[src/rtl/pih_pkg.sv]
package pih_pkg;
  localparam int unsigned WORD_W   = 32;
  localparam int unsigned NSRC     = 64;
  localparam int unsigned NWORDS   = NSRC / WORD_W;
  localparam int unsigned GEN_BIT  = 31;

  localparam logic [7:0] OFS_CTRL    = 8'h00;
  localparam logic [7:0] OFS_FLAG_LO = 8'h08;
  localparam logic [7:0] OFS_EN_LO   = 8'h10;
  localparam logic [7:0] OFS_PEND_LO = 8'h14;
  localparam logic [7:0] OFS_FLAG_HI = 8'h20;
  localparam logic [7:0] OFS_EN_HI   = 8'h28;
  localparam logic [7:0] OFS_PEND_HI = 8'h2C;
  localparam logic [7:0] OFS_TBL_LO  = 8'h40;
  localparam logic [7:0] OFS_TBL_HI  = 8'h7F;

  // pending = enable gated request
  function automatic logic [WORD_W-1:0] pend_word(input logic [WORD_W-1:0] en,
                                                  input logic [WORD_W-1:0] req);
    return en & req;
  endfunction

  // next flag value: kept bits survive, new edges always set
  function automatic logic [NSRC-1:0] flag_next(input logic [NSRC-1:0] cur,
                                                input logic [NSRC-1:0] keep,
                                                input logic [NSRC-1:0] rise);
    return (cur & keep) | rise;
  endfunction

  function automatic logic in_table(input logic [7:0] a);
    return (a >= OFS_TBL_LO) && (a <= OFS_TBL_HI);
  endfunction
endpackage

[src/rtl/pih_sync.sv]
module pih_sync #(
  parameter int unsigned W      = 64,
  parameter int unsigned STAGES = 2
) (
  input  logic         clk,
  input  logic         rst_n,
  input  logic [W-1:0] d_i,
  output logic [W-1:0] q_o
);
  logic [W-1:0] stage_q [STAGES];

  always_ff @(posedge clk or negedge rst_n) begin
    if (!rst_n) stage_q[0] <= '0;
    else        stage_q[0] <= d_i;
  end

  for (genvar s = 1; s < STAGES; s++) begin : g_stage
    always_ff @(posedge clk or negedge rst_n) begin
      if (!rst_n) stage_q[s] <= '0;
      else        stage_q[s] <= stage_q[s-1];
    end
  end

  assign q_o = stage_q[STAGES-1];
endmodule

[src/rtl/pih_flags.sv]
module pih_flags
  import pih_pkg::*;
#(
  parameter bit PULSE_MODE = 1'b1
) (
  input  logic              clk,
  input  logic              rst_n,
  input  logic [NSRC-1:0]   req_s_i,
  input  logic              wr_lo_i,
  input  logic              wr_hi_i,
  input  logic [WORD_W-1:0] wdata_i,
  output logic [NSRC-1:0]   req_eff_o,
  output logic [NSRC-1:0]   flag_o
);
  if (PULSE_MODE) begin : g_pulse
    logic [NSRC-1:0] prev_q;
    logic [NSRC-1:0] flag_q;
    logic [NSRC-1:0] rise_w;
    logic [NSRC-1:0] keep_w;

    assign rise_w = req_s_i & ~prev_q;
    assign keep_w = {(wr_hi_i ? wdata_i : {WORD_W{1'b1}}),
                     (wr_lo_i ? wdata_i : {WORD_W{1'b1}})};

    always_ff @(posedge clk or negedge rst_n) begin
      if (!rst_n) begin
        prev_q <= '0;
        flag_q <= '0;
      end else begin
        prev_q <= req_s_i;
        flag_q <= flag_next(flag_q, keep_w, rise_w);
      end
    end

    assign req_eff_o = flag_q;
    assign flag_o    = flag_q;


    // every detected edge leaves its flag set, even under a clearing write
    rise_set_chk: assert property (@(posedge clk) disable iff (!rst_n)
      (rise_w != '0) |=> ((flag_q & $past(rise_w)) == $past(rise_w)));


    // a flag never rises without an edge
    no_spur_chk: assert property (@(posedge clk) disable iff (!rst_n)
      1'b1 |=> ((flag_q & ~$past(flag_q) & ~$past(rise_w)) == '0));


    // without any flag write, set flags stay set
    hold_chk: assert property (@(posedge clk) disable iff (!rst_n)
      (!wr_lo_i && !wr_hi_i) |=> ((flag_q & $past(flag_q)) == $past(flag_q)));
  end else begin : g_level
    assign req_eff_o = req_s_i;
    assign flag_o    = '0;
  end
endmodule

[src/rtl/pih_slots.sv]
module pih_slots #(
  parameter int unsigned WORDS = 16,
  parameter int unsigned IDX_W = $clog2(WORDS)
) (
  input  logic             clk,
  input  logic             rst_n,
  input  logic             we_i,
  input  logic [IDX_W-1:0] idx_i,
  input  logic [31:0]      wdata_i,
  output logic [31:0]      rdata_o
);
  logic [31:0] slot_q [WORDS];

  always_ff @(posedge clk or negedge rst_n) begin
    if (!rst_n) begin
      for (int i = 0; i < WORDS; i++) slot_q[i] <= '0;
    end else if (we_i) begin
      slot_q[idx_i] <= wdata_i;
    end
  end

  assign rdata_o = slot_q[idx_i];


  tbl_store_chk: assert property (@(posedge clk) disable iff (!rst_n)
    we_i |=> (slot_q[$past(idx_i)] == $past(wdata_i)));
endmodule

[src/rtl/pulse_irq_hub.sv]
module pulse_irq_hub
  import pih_pkg::*;
#(
  parameter int unsigned ADDR_W      = 8,
  parameter int unsigned SYNC_STAGES = 2,
  parameter bit          PULSE_MODE  = 1'b1
) (
  input  logic              pclk,
  input  logic              presetn,
  input  logic              psel,
  input  logic              penable,
  input  logic              pwrite,
  input  logic [ADDR_W-1:0] paddr,
  input  logic [31:0]       pwdata,
  output logic [31:0]       prdata,
  output logic              pready,
  output logic              pslverr,
  input  logic [NSRC-1:0]   irq_src_i,
  output logic              irq_o
);
  localparam int unsigned TBL_WORDS = NSRC / 4;
  localparam int unsigned TIDX_W    = $clog2(TBL_WORDS);

  logic [7:0]        a8;
  logic              wr_go;
  logic              hit_ctrl, hit_en_lo, hit_en_hi, hit_flag_lo, hit_flag_hi;
  logic              hit_pend_lo, hit_pend_hi, hit_tbl;
  logic              gen_q;
  logic [NSRC-1:0]   en_q;
  logic [NSRC-1:0]   req_s_w;
  logic [NSRC-1:0]   req_eff_w;
  logic [NSRC-1:0]   flag_w;
  logic [NSRC-1:0]   pend_w;
  logic              irq_q;
  logic [31:0]       tbl_rd_w;
  logic [31:0]       rd_mux;

  assign a8     = 8'(paddr);
  assign wr_go  = psel & penable & pwrite;

  assign hit_ctrl    = (a8 == OFS_CTRL);
  assign hit_en_lo   = (a8 == OFS_EN_LO);
  assign hit_en_hi   = (a8 == OFS_EN_HI);
  assign hit_flag_lo = (a8 == OFS_FLAG_LO);
  assign hit_flag_hi = (a8 == OFS_FLAG_HI);
  assign hit_pend_lo = (a8 == OFS_PEND_LO);
  assign hit_pend_hi = (a8 == OFS_PEND_HI);
  assign hit_tbl     = in_table(a8);

  pih_sync #(.W(NSRC), .STAGES(SYNC_STAGES)) u_sync (
    .clk   (pclk),
    .rst_n (presetn),
    .d_i   (irq_src_i),
    .q_o   (req_s_w)
  );

  pih_flags #(.PULSE_MODE(PULSE_MODE)) u_flags (
    .clk       (pclk),
    .rst_n     (presetn),
    .req_s_i   (req_s_w),
    .wr_lo_i   (wr_go & hit_flag_lo),
    .wr_hi_i   (wr_go & hit_flag_hi),
    .wdata_i   (pwdata),
    .req_eff_o (req_eff_w),
    .flag_o    (flag_w)
  );

  pih_slots #(.WORDS(TBL_WORDS), .IDX_W(TIDX_W)) u_slots (
    .clk     (pclk),
    .rst_n   (presetn),
    .we_i    (wr_go & hit_tbl),
    .idx_i   (a8[TIDX_W+1:2]),
    .wdata_i (pwdata),
    .rdata_o (tbl_rd_w)
  );

  for (genvar w = 0; w < NWORDS; w++) begin : g_pend
    assign pend_w[w*WORD_W +: WORD_W] =
      pend_word(en_q[w*WORD_W +: WORD_W], req_eff_w[w*WORD_W +: WORD_W]);
  end

  always_ff @(posedge pclk or negedge presetn) begin
    if (!presetn) begin
      gen_q <= 1'b0;
      en_q  <= '0;
    end else if (wr_go) begin
      if (hit_ctrl)  gen_q               <= pwdata[GEN_BIT];
      if (hit_en_lo) en_q[WORD_W-1:0]    <= pwdata;
      if (hit_en_hi) en_q[NSRC-1:WORD_W] <= pwdata;
    end
  end

  always_ff @(posedge pclk or negedge presetn) begin
    if (!presetn) irq_q <= 1'b0;
    else          irq_q <= gen_q & (|pend_w);
  end

  always_comb begin
    rd_mux = '0;
    if (hit_ctrl)         rd_mux[GEN_BIT] = gen_q;
    else if (hit_en_lo)   rd_mux = en_q[WORD_W-1:0];
    else if (hit_en_hi)   rd_mux = en_q[NSRC-1:WORD_W];
    else if (hit_flag_lo) rd_mux = flag_w[WORD_W-1:0];
    else if (hit_flag_hi) rd_mux = flag_w[NSRC-1:WORD_W];
    else if (hit_pend_lo) rd_mux = pend_w[WORD_W-1:0];
    else if (hit_pend_hi) rd_mux = pend_w[NSRC-1:WORD_W];
    else if (hit_tbl)     rd_mux = tbl_rd_w;
  end

  assign prdata  = rd_mux;
  assign pready  = 1'b1;
  assign pslverr = 1'b0;
  assign irq_o   = irq_q;


  gen_off_chk: assert property (@(posedge pclk) disable iff (!presetn)
    !gen_q |=> !irq_o);


  irq_rise_chk: assert property (@(posedge pclk) disable iff (!presetn)
    $rose(irq_o) |-> ($past(gen_q) && ($past(pend_w) != '0)));


  pend_ro_chk: assert property (@(posedge pclk) disable iff (!presetn)
    (wr_go && (hit_pend_lo || hit_pend_hi)) |=> ($stable(en_q) && $stable(gen_q)));


  pend_gate_chk: assert property (@(posedge pclk) disable iff (!presetn)
    (en_q == '0) |-> (pend_w == '0));
endmodule

[config.mk]
export PLATFORM = sky130hd
export DESIGN_NAME = pulse_irq_hub
export DESIGN_NICKNAME = d
export VERILOG_FILES = /design/src/rtl/pih_pkg.sv /design/src/rtl/pih_sync.sv /design/src/rtl/pih_flags.sv /design/src/rtl/pih_slots.sv /design/src/rtl/pulse_irq_hub.sv
export SDC_FILE = /design/constraint.sdc
export NUM_CORES = 1
export LEC_CHECK = 0
export CORE_MARGIN = 2
export CORE_UTILIZATION = 40
export DETAILED_ROUTE_END_ITERATION = 10
export DONT_BUFFER_PORTS = 1
export GPL_ROUTABILITY_DRIVEN = 1
export SKIP_CTS_REPAIR_TIMING = 1
export SYNTH_ARGS = -nofsm -noshare
export SYNTH_HDL_FRONTEND = slang
export SYNTH_SLANG_ARGS = --single-unit
[constraint.sdc]
create_clock -name pclk -period 2.5 [get_ports pclk]
set_input_delay 0.125 -clock pclk [delete_from_list [all_inputs] [get_ports pclk]]
set_output_delay 0.125 -clock pclk [all_outputs]
set_load 0.01 [all_outputs]
==> summary.txt <==
outcome = finished with violations
failing checks = DRC, hold timing, setup timing
Max rail drop VDD = 570 uV
largest cells by area after synthesis = sky130_fd_sc_hd__dfrtp_1, sky130_fd_sc_hd__mux2_2, sky130_fd_sc_hd__mux4_2, sky130_fd_sc_hd__o21ai_0, sky130_fd_sc_hd__mux2_4
net count reported at finish = 2835
vias in the first global route = 23500
average via count per standard cell = 5.81
Post-synth ARST share = 100%
count of cell types in the netlist = 73
worst hold path type = in2async
number of cells on the critical path = 6
share of total power consumed by net switching = 23.4%
fin. max-slew vios = 0
combinational power share = 6.7%
maximum clock path buffer count = 3
first drt pass iteration count = 11
GPL Wtd Cong = 0.944
Fillers = 7753
slowest stage delay, CP = 610 ps
top-level port count = 144
clock buffer count from CTS = 88
cell at the slowest stage of the critical path = sky130_fd_sc_hd__nor4_1
cell row count = 110
count of cells along the worst register-to-register path = 5
y dimension of the die = 305 um
commonest non-fill, non-tap cell in the layout = sky130_fd_sc_hd__dfrtp_1
portion of synthesized cell area occupied by the leading cell type = 57.6%
clk slew on worst S/H paths = 60 ps
register bit total from synthesis = 834
cell area power density = 690 nW/um2
top fanout value on the critical path = 116
total of max-cap violations = 0
Die Footprint = 93000 um2
proportion of power drawn by flip-flops and latches = 49.0%
# DRC = 1
layout cells sized above 1 = 37.4%
pin count of the biggest net entering global routing = 835
TritonCTS clock tree = done
Overflow after GRT = 0
number of levels the H-tree was split into = 3
register area share after synthesis = 57.6%
worst slew margin relative to its limit = 6.82%
Net Sw Power = 6.83 mW
number of enable flip-flop cells after synthesis = 0
WP buf/inv = 2
gate count after technology mapping = 2644
top cell type by total area after synthesis = sky130_fd_sc_hd__dfrtp_1
starting density of the core = 40.3%
Clock Sink Count = 834
crit path DAT = 2530 ps
buffers added on ports = 0
total negative setup slack = -989 ps
average cell area after synthesis = 13.7 um2
leading cell types in the layout, fill and taps excluded = sky130_fd_sc_hd__dfrtp_1, sky130_fd_sc_hd__mux2_2, sky130_fd_sc_hd__o21ai_0, sky130_fd_sc_hd__dlygate4sd3_1, sky130_fd_sc_hd__a21oi_1
post-route ant nets = 0
Leak Pwr = 19.4 nW
critical path data required time = 2380 ps
DR iter-0 viols = 2050
die extent in x = 305 um
number of warnings issued by yosys = 0
storage element area = 20900 um2
first-pass GRT wire length = 156000 um
number of antenna violations at the first check in global routing = 9
synthesized netlist net count = 2753
total half-perimeter wirelength after legalization and detailed placement = 66500 um
worst skew pair latency = 650 ps
cell family with most CP delay = simple AND/OR/NAND/NOR gates
internal power component = 22.4 mW
combined area of all synthesized cells = 36200 um2
Routed WL = 105000 um
worst clock skew = 15.2 ps
Worst Setup End Kind = output port
most common flop cell mapped by yosys = sky130_fd_sc_hd__dfrtp_1
power share of the clock group = 44.3%
RSZ-0062 raised after global routing = yes
DR WL/cell = 26.6 um
slew at the pin with the worst max-slew slack = 1400 ps
layout overhead on the synthesized area = 17.0%
worst hold margin = -806 ps
startpoint type of the worst setup path = input port
total via count after detailed routing = 23000
minimum clock period after layout = 2660 ps
area used by multi-input combinational logic = 14700 um2
clock tree root buffer cell = sky130_fd_sc_hd__clkbuf_16
portion of the clock cycle consumed by the worst path in the final layout = 106%
start-to-end type of the worst setup path = in2out
final count of negative-setup-slack endpoints = 20
Final Worst Setup Slack = -159 ps
overall track demand over capacity in global routing = 22.2%
peak clock frequency supported by timing = 376 MHz
endpoints failing hold = 541
Core Util, Final = 47.2%
Core Box Area = 89900 um2
cell chain of the critical path = inv_2, nor2_1, buf_4, a22o_1, nor4_1, o221a_2
## registers in the layout, indices dropped and copies added (netlist names)
name,count
u_slots.slot_q,512
en_q,64
u_flags.flag_o,64
u_flags.g_pulse.prev_q,64
u_sync.q_o,64
u_sync.stage_q,64
gen_q,1
irq_o,1
## stage by stage
step | power, mW | hold slack, ps | worst slack [ps] | cells | area, um2
after floorplan | 15.7 | -171 | 515 | 2644 | 36200
after global placement | 15.8 | -104 | 85.9 | 3700 | 37800
after detailed placement | 15.9 | -106 | 73.8 | 3700 | 37800
after CTS | 28.9 | -791 | -394 | 3848 | 40600
after global routing | 30.3 | -834 | -151 | 3960 | 42400
final | 29.3 | -806 | -159 | 3962 | 42400
## cells by family after synthesis
kind of cell | count (synthesis) | synth area share, %
buffers and inverters | 304 | 3.79
multiplexers | 749 | 26.5
other | 2 | 0.0207
AND/OR/NAND/NOR | 287 | 3.95
AO/OA/AOI/OAI | 468 | 8.16
flip-flops | 834 | 57.6
## worst reg2reg max path, cell delays in order, from the launching register on
cell,delay (ps)
sky130_fd_sc_hd__dfrtp_1,420
sky130_fd_sc_hd__nand2_1,220
sky130_fd_sc_hd__nand4_1,110
sky130_fd_sc_hd__nor2_1,360
sky130_fd_sc_hd__nand4_1,320
sky130_fd_sc_hd__o41a_1,540
## synth_stat cells, types with 15 or more instances
cell	count
sky130_fd_sc_hd__nor2_1	83
sky130_fd_sc_hd__a21oi_1	100
sky130_fd_sc_hd__nand2_1	84
sky130_fd_sc_hd__buf_2	74
sky130_fd_sc_hd__o21ai_0	175
sky130_fd_sc_hd__mux2_4	37
sky130_fd_sc_hd__mux4_2	95
sky130_fd_sc_hd__o22ai_1	25
sky130_fd_sc_hd__o32ai_1	16
sky130_fd_sc_hd__a221oi_1	15
sky130_fd_sc_hd__a22o_1	21
sky130_fd_sc_hd__mux2i_1	39
sky130_fd_sc_hd__nand3_1	31
sky130_fd_sc_hd__a2bb2oi_1	16
sky130_fd_sc_hd__mux2_2	557
sky130_fd_sc_hd__mux2_1	21
sky130_fd_sc_hd__nor4_1	16
sky130_fd_sc_hd__dfrtp_1	834
sky130_fd_sc_hd__clkbuf_1	127
sky130_fd_sc_hd__inv_1	68
sky130_fd_sc_hd__o31ai_1	16
## routing by layer
layer,up-vias,global-route usage [%],wire length (um)
met3,207,4.51,6090
li1,9760,-,-
met4,2,6.86,3120
met1,12300,30.4,45500
met5,-,0,17
met2,773,35.8,50600
## worst paths after layout
check                      slack [ps]                              end                           from
max                              -160                        prdata[2]                       paddr[2]
max in group asynchronous         880  u_slots.slot_q[207]$_DFFE_PN0P_                        presetn
min                              -810     u_flags.flag_o[60]$_DFF_PN0_                        presetn
min in group pclk                  20     u_sync.stage_q[77]$_DFF_PN0_                  irq_src_i[13]
max reg2reg                       400                  irq_o$_DFF_PN0_   u_flags.flag_o[28]$_DFF_PN0_
min reg2reg                       340         u_sync.q_o[38]$_DFF_PN0_  u_sync.stage_q[102]$_DFF_PN0_
## power groups by stage
stage	Combinational [mW]	Sequential [mW]	Clock [mW]
final	1.96	14.4	12.9
after global routing	2.11	14.4	13.8
after CTS	1.31	14.3	13.2
after detailed placement	1.31	14.6	0
after global placement	1.28	14.5	0
after floorplan	1.20	14.5	0
## layout make-up
class,count,share of cell area [%]
Sequential cell,834,49.2
Timing Repair Buffer,226,5.32
Clock buffer,123,6.07
Tap cell,1176,3.47
Multi-Input combinational cell,1506,34.6
Clock inverter,25,0.708
Inverter,70,0.620
Antenna cell,2,0.0118
Power figures use the tool's default switching activity.
